**src/rtl/irqx_pkg.sv**
```systemverilog
package irqx_pkg;
   typedef enum logic [1:0] {
      SEL_FLAG = 2'd0,
      SEL_EN   = 2'd1,
      SEL_ACK  = 2'd2,
      SEL_NONE = 2'd3
   } irqx_sel_e;
endpackage

```
**src/rtl/irqx_prio_enc.sv**
```systemverilog
module irqx_prio_enc #(
   parameter int WIDTH = 8,
   localparam int IW = (WIDTH > 1) ? $clog2(WIDTH) : 1
) (
   input  logic [WIDTH-1:0] vec_in,
   output logic             any_o,
   output logic [IW-1:0]    idx_o
);
   always_comb begin
      any_o = |vec_in;
      idx_o = '0;
      for (int i = WIDTH-1; i >= 0; i--) begin
         if (vec_in[i]) idx_o = IW'(i);
      end
   end
endmodule

```
**src/rtl/irqx_group.sv**
```systemverilog
module irqx_group #(
   parameter int LINES = 8,
   localparam int LW = (LINES > 1) ? $clog2(LINES) : 1
) (
   input  logic             clk,
   input  logic             rst_n,
   input  logic [LINES-1:0] pulse_i,
   input  logic             flag_we_i,
   input  logic             en_we_i,
   input  logic             ack_we_i,
   input  logic [LINES-1:0] wdata_i,
   input  logic             fetch_i,
   output logic [LINES-1:0] flags_o,
   output logic [LINES-1:0] en_o,
   output logic             ack_o,
   output logic             req_o,
   output logic             hit_o,
   output logic [LW-1:0]    line_o
);
   logic [LINES-1:0] flags_q, en_q, flag_nxt, eligible;
   logic             ack_q;

   assign eligible = flags_q & en_q;

   irqx_prio_enc #(.WIDTH(LINES)) u_prio (
      .vec_in (eligible),
      .any_o  (hit_o),
      .idx_o  (line_o)
   );

   always_comb begin
      flag_nxt = flag_we_i ? wdata_i : flags_q;
      if (fetch_i && hit_o) flag_nxt = flag_nxt & ~(LINES'(1) << line_o);
      flag_nxt = flag_nxt | pulse_i;
   end

   always_ff @(posedge clk or negedge rst_n) begin
      if (!rst_n) begin
         flags_q <= '0;
         en_q    <= '0;
         ack_q   <= 1'b0;
      end else begin
         flags_q <= flag_nxt;
         if (en_we_i) en_q <= wdata_i;
         if (fetch_i) ack_q <= 1'b1;
         else if (ack_we_i && wdata_i[0]) ack_q <= 1'b0;
      end
   end

   assign flags_o = flags_q;
   assign en_o    = en_q;
   assign ack_o   = ack_q;
   assign req_o   = hit_o && !ack_q;
endmodule

```
**src/rtl/irqx_vec_reg.sv**
```systemverilog
module irqx_vec_reg #(
   parameter int VEC_W = 8
) (
   input  logic             clk,
   input  logic             rst_n,
   input  logic             valid_i,
   input  logic [VEC_W-1:0] idx_i,
   output logic             valid_o,
   output logic [VEC_W-1:0] idx_o
);
   always_ff @(posedge clk or negedge rst_n) begin
      if (!rst_n) begin
         valid_o <= 1'b0;
         idx_o   <= '0;
      end else begin
         valid_o <= valid_i;
         if (valid_i) idx_o <= idx_i;
      end
   end
endmodule

```
**src/rtl/irqx_expander.sv**
```systemverilog
module irqx_expander #(
   parameter int NUM_GROUPS = 12,
   parameter int LINES      = 8,
   parameter int VEC_BASE   = 32,
   parameter int VEC_W      = 8,
   localparam int GW     = (NUM_GROUPS > 1) ? $clog2(NUM_GROUPS) : 1,
   localparam int LW     = (LINES > 1) ? $clog2(LINES) : 1,
   localparam int NLINES = NUM_GROUPS * LINES
) (
   input  logic                  clk,
   input  logic                  rst_n,
   input  logic [NLINES-1:0]     line_pulse,
   input  logic                  reg_we,
   input  logic [1:0]            reg_sel,
   input  logic [GW-1:0]         reg_grp,
   input  logic [LINES-1:0]      reg_wdata,
   output logic [LINES-1:0]      reg_rdata,
   input  logic                  fetch_req,
   input  logic [GW-1:0]         fetch_grp,
   output logic [NUM_GROUPS-1:0] cpu_req,
   output logic                  vec_valid,
   output logic [VEC_W-1:0]      vec_idx
);
   import irqx_pkg::*;

   if (VEC_BASE + NLINES > (1 << VEC_W)) begin : g_chk_vec
      $error("vector index space too small for the line count");
   end
   if (NUM_GROUPS < 1 || LINES < 1) begin : g_chk_size
      $error("group and line counts must be positive");
   end

   logic [LINES-1:0] flags [NUM_GROUPS];
   logic [LINES-1:0] ens   [NUM_GROUPS];
   logic [LW-1:0]    lines [NUM_GROUPS];
   logic [NUM_GROUPS-1:0] acks, hits;
   irqx_sel_e sel;

   assign sel = irqx_sel_e'(reg_sel);

   for (genvar g = 0; g < NUM_GROUPS; g++) begin : g_grp
      logic reg_hit, fetch_hit;
      assign reg_hit   = reg_we && (int'(reg_grp) == g);
      assign fetch_hit = fetch_req && (int'(fetch_grp) == g);
      irqx_group #(.LINES(LINES)) u_grp (
         .clk       (clk),
         .rst_n     (rst_n),
         .pulse_i   (line_pulse[g*LINES +: LINES]),
         .flag_we_i (reg_hit && sel == SEL_FLAG),
         .en_we_i   (reg_hit && sel == SEL_EN),
         .ack_we_i  (reg_hit && sel == SEL_ACK),
         .wdata_i   (reg_wdata),
         .fetch_i   (fetch_hit),
         .flags_o   (flags[g]),
         .en_o      (ens[g]),
         .ack_o     (acks[g]),
         .req_o     (cpu_req[g]),
         .hit_o     (hits[g]),
         .line_o    (lines[g])
      );
   end

   always_comb begin
      reg_rdata = '0;
      for (int g = 0; g < NUM_GROUPS; g++) begin
         if (int'(reg_grp) == g) begin
            case (sel)
               SEL_FLAG: reg_rdata = flags[g];
               SEL_EN:   reg_rdata = ens[g];
               SEL_ACK:  reg_rdata = LINES'(acks[g]);
               default:  reg_rdata = '0;
            endcase
         end
      end
   end

   logic             fetch_ok;
   logic [VEC_W-1:0] idx_nxt;

   always_comb begin
      fetch_ok = 1'b0;
      idx_nxt  = '0;
      for (int g = 0; g < NUM_GROUPS; g++) begin
         if (int'(fetch_grp) == g) begin
            fetch_ok = fetch_req;
            idx_nxt  = VEC_W'(VEC_BASE + g*LINES + (hits[g] ? int'(lines[g]) : 0));
         end
      end
   end

   irqx_vec_reg #(.VEC_W(VEC_W)) u_vec (
      .clk     (clk),
      .rst_n   (rst_n),
      .valid_i (fetch_ok),
      .idx_i   (idx_nxt),
      .valid_o (vec_valid),
      .idx_o   (vec_idx)
   );
endmodule

```
**config.mk**
```make
export PLATFORM = sky130hd
export DESIGN_NAME = irqx_expander
export DESIGN_NICKNAME = d
export VERILOG_FILES = /design/src/rtl/irqx_pkg.sv /design/src/rtl/irqx_prio_enc.sv /design/src/rtl/irqx_group.sv /design/src/rtl/irqx_vec_reg.sv /design/src/rtl/irqx_expander.sv
export SDC_FILE = /design/constraint.sdc
export NUM_CORES = 1
export LEC_CHECK = 0
export BUFFER_PORTS_ARGS = -buffer_cell sky130_fd_sc_hd__buf_2
export CORE_MARGIN = 4
export CORE_UTILIZATION = 25
export DETAILED_ROUTE_END_ITERATION = 6
export MAX_ROUTING_LAYER = met4
export PLACE_DENSITY_LB_ADDON = 0.05
export SYNTH_ARGS = -nofsm -noshare
export SYNTH_HDL_FRONTEND = slang
export SYNTH_SLANG_ARGS = --single-unit
```
**constraint.sdc**
```tcl
create_clock -name clk -period 2.4 [get_ports clk]
set_input_delay 0.48 -clock clk [delete_from_list [all_inputs] [get_ports clk]]
set_output_delay 0.48 -clock clk [all_outputs]
set_load 0.01 [all_outputs]
```
==> results of run 1 <==
[per-layer routing]
metal	wire length, um	vias to the layer above
met4	893	0
met3	2820	57
met1	31300	6459
met2	27600	321
li1	-	5893
met5	0	-
[cell usage in the layout (no fill, tap or decap), types with 9 or more instances in the layout]
cell / netlist / routed
nor3_1: 40 / 36
o21ai_0: 49 / 40
or2_1: 16 / 16
mux4_2: 11 / 13
a22oi_2: 0 / 12
dfrtp_2: 0 / 9
buf_2: 16 / 138
or2_2: 23 / 23
mux2i_1: 153 / 147
clkbuf_16: 0 / 31
mux2_2: 100 / 100
buf_12: 0 / 26
buf_4: 22 / 264
nor2_1: 85 / 73
dfrtp_1: 212 / 203
o21bai_1: 62 / 62
a21oi_2: 0 / 12
inv_1: 9 / 9
a31oi_1: 18 / 16
nor2_2: 6 / 12
buf_6: 5 / 15
a21oi_1: 85 / 73
nand2_1: 160 / 154
o22ai_1: 20 / 15
nor2b_1: 28 / 26
nand3_1: 33 / 27
a22oi_1: 27 / 15
[through the flow]
stage | setup WS [ns] | total power (uW)
2_1_floorplan | 0.0106 | 5720
3_3_place_gp | -0.804 | 7250
3_5_place_dp | -0.804 | 7240
4_1_cts | -0.564 | 12400
5_1_grt | -0.651 | 13000
6_report | -0.563 | 12400
[cell type report]
type                       count  share of cell area [%]
timing repair buffer         447                    18.2
tap                          688                    4.60
antenna                        1                  0.0134
inverter                       9                   0.181
clock buffer                  41                    4.61
multi-input combinational   1073                    43.0
sequential                   212                    28.4
clock inverter                12                    1.00
[how the worst max path moves through the flow]
stage,from,to,slack [ns],depth (start not counted)
after global routing,g_grp[2].u_grp.en_o[6],reg_rdata[6],-0.65,8
after global placement,reg_sel[0],reg_rdata[6],-0.80,9
after detailed placement,reg_sel[0],reg_rdata[5],-0.80,10
final,g_grp[2].u_grp.flags_o[5],reg_rdata[5],-0.56,7
after CTS,g_grp[2].u_grp.flags_o[3],reg_rdata[3],-0.56,6
after floorplan,reg_grp[3],reg_rdata[1],0.01,8
[sequential cells by signal, indices dropped and copies added, names as in the netlist]
register / count
g_grp.u_grp.en_o: 96
g_grp.u_grp.flags_o: 96
g_grp.u_grp.ack_o: 12
u_vec.idx_o: 7
u_vec.valid_o: 1
[cells by family (layout without fill, tap and decap cells)]
family,after synthesis,in the layout
muxes,266,266
other,1,2
DFF,212,212
buffers and inverters,91,509
and+or+nand+nor,460,460
AOI/OAI and AO/OA,346,346
[power groups by stage]
stage          Sequential, uW  Clock [uW]  Combinational [uW]
4_1_cts                  4180        4970                3230
5_1_grt                  4230        5080                3640
2_1_floorplan            4120           0                1590
3_5_place_dp             4230           0                3010
3_3_place_gp             4250           0                3010
6_report                 4200        4820                3390
[repair_timing]
action                     4_1_cts  5_1_grt
setup endpoints to repair       19       21
hold endpoints to repair        49        0
pin swaps                       40       24
gates resized for setup        112       54
setup buffers                   12       24
hold buffers                     1        0
==> run_results.csv, run 1 <==
group,metric,value,unit
placed_design,port_buffers,145,
status,violations,"setup timing",
sta,tns,-3.75,ns
global_routing,antenna_found_initial,1,
clocking,cts_buffers,30,
placed_design,gp_congestion,0.900,
logic_synthesis,ys_seq_area_share,39.9,%
placed_design,place_area,16700,um2
logic_synthesis,synthMuxAreaShare,22.3,%
logic_synthesis,synth-edff-count,0,
critical_path,worst-path-buf-inv,1,
critical_path,crit_chain,"mux4_2 > nand2_1 > o21ai_2 > a2111oi_4 > o31a_1 > nor3_4 > buf_2",
pwr,p_seq_share,33.8,%
sta,worst_slack,-0.563,ns
logic_synthesis,post_synth_fa_ha_maj_area_fraction,0,%
pwr,switchingPower,4020,uW
logic_synthesis,syn-num-nets,1494,
critical_path,cp-start-kind,"flip-flop",
route,via_count,12700,
global_routing,grt_pass1_vias,12800,
finish,final_util,35.6,%
logic_synthesis,yosysTopAreaCellShare,39.9,%
min_path,hold_path_depth,2,
global_routing,grt_pass1_wl,90600,um
finish,syn2layout_area_growth,40.8,%
sta,max_slew_margin,58.1,%
logic_synthesis,synth_top_family_by_area,"multiplexers",
finish,layout-drive-gt1-share,42.0,%
sta,setup_viol,10,
route,firstDrtPassIters,5,
global_routing,grt_use_met2,32.9,%
critical_path,reg2reg_setup_slack,0.12,ns
run,maxCapViolations,0,
critical_path,critPathMaxStageDelay,0.50,ns
min_path,hold_start,"line_pulse[39]",
logic_synthesis,netlist_instances,1376,
logic_synthesis,synth_compound_area_share,17.3,%
logic_synthesis,async_reset_ff_share,100,%
floorplanning,die_h,239,um
logic_synthesis,ys_warn_count,0,
pwr,vdd_ir_drop_max,0.000440,V
floorplanning,core.rowCount,84,
sta,drv_slew,0,
global_routing,grt_max_degree,57,
clocking,clk_latency,0.58,ns
logic_synthesis,synth_cell_types,69,
logic_synthesis,synth-xor-area-share,0,%
route,remaining_drc_errors,0,
sta,worst_pin_slew,0.621,ns
route,wl_per_cell,25.2,um
logic_synthesis,ys_top_cells_by_area,"dfrtp_1 (40%), mux2i_1 (12%), mux2_2 (8.5%)",
sta,fin_crit,2.96,ns
finish,fin_area,18700,um2
finish,seqCellArea,5320,um2
logic_synthesis,synthTopCellsByCount,"dfrtp_1 (212), nand2_1 (160), mux2i_1 (153)",
logic_synthesis,postSynthAreaPerCell,9.66,um2
sta,finalCritPeriodShare,123,%
pwr,p_leak,0.00867,uW
global_routing,grt_util_all_layers,21.9,%
pwr,combPwrFrac,27.3,%
route,first_iter_violations,924,
global_routing,use_met1,32.5,%
logic_synthesis,yosys.area_share.simple,16.8,%
critical_path,path_max_fanout,2,
global_routing,grtUsageMet3,2.54,%
logic_synthesis,synth_flop_cell,"dfrtp_1",
min_path,min_to,"g_grp[4].u_grp.flags_o[7]",
sta,holdWs,0.0874,ns
finish,multi_input_area,8050,um2
placed_design,placed_cells,2397,
logic_synthesis,ys_seq_elements,212,
clocking,cts-root-buf,"clkbuf_16",
clocking,h-tree-depth,1,
floorplanning,coreArea,52600,um2
route,ant_nets,0,
global_routing,grt_overflow,0,
pwr,swShare,32.4,%
clocking,cts_tree,"yes",
status,status,"finished, violations left",
min_path,hold_path.class,"in2reg",
clocking,cts.path.max_buffers,3,
critical_path,worstPathRequired,1.92,ns
pwr,power_density,663,nW/um2
finish,nFillCells,5426,
clocking,clkSlewWorstSetupHoldPaths,0.06,ns
route,wl,62700,um
sta,rsz0062_at_grt,"yes",
floorplanning,start_util,25.3,%
logic_synthesis,yosysMostFrequentCell,"dfrtp_1",
pwr,clkPwrFrac,38.8,%
critical_path,reg2reg_from,"g_grp[0].u_grp.en_o[3]",
critical_path,reg2regPathDepth,10,
sta,finalHoldViolations,0,
sta,fmax,0.337,GHz
floorplanning,die_area,56900,um2
logic_synthesis,yosys.area.top_type,"dfrtp_1",
critical_path,end_kind,"output pin",
route,routed_via_density,5.13,
critical_path,cp_slowest_cell,"mux4_2",
critical_path,critical-path-top-delay-family,"compound AO/OA/AOI/OAI gates",
critical_path,crit_type,"reg2out",
floorplanning,die_w,239,um
pwr,p_int,8380,uW
global_routing,grt-busiest-layer,"met2",
critical_path,r2r_end,"u_vec.idx_o[2]",
finish,final_nets,1891,
placed_design,dp_hpwl,48500,um
finish,final_cell_count_no_fill,2483,
clocking,clock_sinks,212,
sta,clock_skew,0.00966,ns
floorplanning,ios,147,
critical_path,worst_ep_arrival_time,2.48,ns
logic_synthesis,syn-cell-area,13300,um2
Power figures use the tool's default switching activity.
==> inputs of run 2 (changes only) <==
Settings changed: CORE_UTILIZATION 25 to 40, GPL_ROUTABILITY_DRIVEN set to 0, MAX_ROUTING_LAYER met4 to unset.
==> run_results.csv, run 2 (synthesis gave the netlist of run 1 again) <==
group,metric,value,unit
sta,tns,-3.24,ns
route,first_iter_violations,1186,
critical_path,cp-start-kind,"flip-flop",
pwr,switchingPower,3720,uW
finish,final_nets,1836,
finish,layout-drive-gt1-share,38.0,%
route,remaining_drc_errors,0,
critical_path,worstPathRequired,1.92,ns
finish,syn2layout_area_growth,31.0,%
sta,rsz0062_at_grt,"yes",
sta,worst_slack,-0.476,ns
floorplanning,ios,147,
clocking,cts_buffers,27,
min_path,hold_path.class,"in2reg",
finish,nFillCells,3037,
clocking,clk_latency,0.55,ns
route,ant_nets,0,
global_routing,antenna_found_initial,2,
global_routing,grt_overflow,0,
pwr,vdd_ir_drop_max,0.000563,V
finish,layout_common_cells,"buf_4 (233), dfrtp_1 (211), nand2_1 (156)",
floorplanning,core.rowCount,66,
sta,drv_slew,0,
placed_design,place_area,16000,um2
clocking,cts-root-buf,"clkbuf_16",
clocking,cts.path.max_buffers,3,
critical_path,end_kind,"output pin",
sta,setup_viol,9,
run,maxCapViolations,0,
clocking,h-tree-depth,1,
status,status,"finished, violations left",
pwr,clkPwrFrac,36.2,%
sta,fmax,0.348,GHz
floorplanning,die_w,190,um
floorplanning,start_util,40.7,%
global_routing,grt_pass1_vias,12700,
route,via_count,12800,
critical_path,crit_type,"reg2out",
critical_path,worst_ep_arrival_time,2.40,ns
clocking,clkSlewWorstSetupHoldPaths,0.06,ns
global_routing,grt_pass1_wl,79800,um
floorplanning,die_area,36200,um2
sta,clock_skew,0.0122,ns
floorplanning,coreArea,32600,um2
status,violations,"setup timing",
route,firstDrtPassIters,7,
floorplanning,die_h,190,um
sta,finalHoldViolations,0,
finish,fin_area,17400,um2
finish,multi_input_area,7840,um2
placed_design,dp_hpwl,40500,um
sta,fin_crit,2.88,ns
clocking,clock_sinks,212,
sta,finalCritPeriodShare,120,%
placed_design,port_buffers,145,
sta,max_slew_margin,43.2,%
sta,worst_pin_slew,0.852,ns
route,wl_per_cell,24.3,um
pwr,power_density,657,nW/um2
finish,seqCellArea,5310,um2
pwr,swShare,32.5,%
pwr,p_leak,0.00825,uW
pwr,p_int,7720,uW
finish,layout_commonest_cell,"buf_4",
global_routing,grt_max_degree,59,
route,routed_via_density,5.89,
clocking,cts_tree,"yes",
finish,antenna_cells,0,
pwr,combPwrFrac,27.2,%
route,wl,53000,um
pwr,p_seq_share,36.6,%
critical_path,path_max_fanout,2,
global_routing,grt_util_all_layers,28.8,%
-- run 2: changes by cell type in the layout (fill, tap and decap cells not counted), moves of 4 or more --
cell       delta
buf_4        -31
buf_12       -18
dfrtp_1       +8
dfrtp_2       -8
buf_6         -7
nor2_1        +5
a211oi_1      +4
a211oi_2      -4
clkbuf_16     -4
nor2_4        -4
-- run 2: power groups by stage --
stage,logic [uW],registers (uW),clock network (uW)
floorplan,1590,4120,0
global placement,2770,4230,0
detailed placement,2790,4220,0
CTS,2950,4170,4210
global route,3340,4220,4370
finish,3110,4180,4150
-- run 2: final cells by class --
type / instances / area share, %
well taps: 442 / 3.18
flip-flops and latches: 212 / 30.5
inverters: 9 / 0.194
multi-input cells: 1073 / 45.1
clock buffers: 38 / 4.52
clock inverters: 11 / 0.640
repair buffers: 395 / 15.9
-- run 2: per-layer routing --
| layer | up-vias | track usage [%] | routed length, um |
|---|---|---|---|
| li1 | 5796 | - | - |
| met1 | 6347 | 44.0 | 24400 |
| met2 | 603 | 42.3 | 22600 |
| met3 | 83 | 5.86 | 4670 |
| met4 | 2 | 6.46 | 1340 |
| met5 | - | 0 | 13 |
-- run 2: timing repair --
action	4_1_cts	5_1_grt
buffers inserted	10	4
endpoints found under the hold margin	53	0
setup endpoints to repair	15	20
resized for setup	68	37
hold buffers	1	0
pin swaps	30	10
-- run 2: worst max-delay path, cell delays in order, from the launching register on --
cell	delay (ns)
dfrtp_1	0.41
mux4_2	0.51
nand2_2	0.09
o21ai_2	0.08
a2111oi_4	0.38
o31a_1	0.19
nor3_2	0.05
buf_2	0.14
-- run 2: final timing paths --
kind,slack (ns),startpoint,cells past startpoint,end
min reg2reg,0.51,u_vec.idx_o[4],1,u_vec.idx_o[4]
min in group asynchronous,0.47,rst_n,2,g_grp[1].u_grp.flags_o[5]
max in group asynchronous,1.24,rst_n,3,g_grp[4].u_grp.flags_o[3]
max,-0.48,g_grp[2].u_grp.flags_o[5],7,reg_rdata[5]
min,0.11,line_pulse[54],2,g_grp[6].u_grp.flags_o[6]
max reg2reg,0.07,g_grp[0].u_grp.flags_o[3],12,u_vec.idx_o[1]
-- run 2: stage by stage --
stage                     hold WS, ns  utilization (%)  cells  power, uW  worst slack [ns]
after floorplan                 0.184                -   1376       5720            0.0106
after global placement          0.464             49.0   2117       7000            -0.815
after detailed placement        0.460             49.0   2117       7020            -0.902
after CTS                      0.0930             52.8   2176      11300            -0.521
after global routing           0.0982             53.3   2180      11900            -0.535
final                           0.111             53.3   2180      11400            -0.476
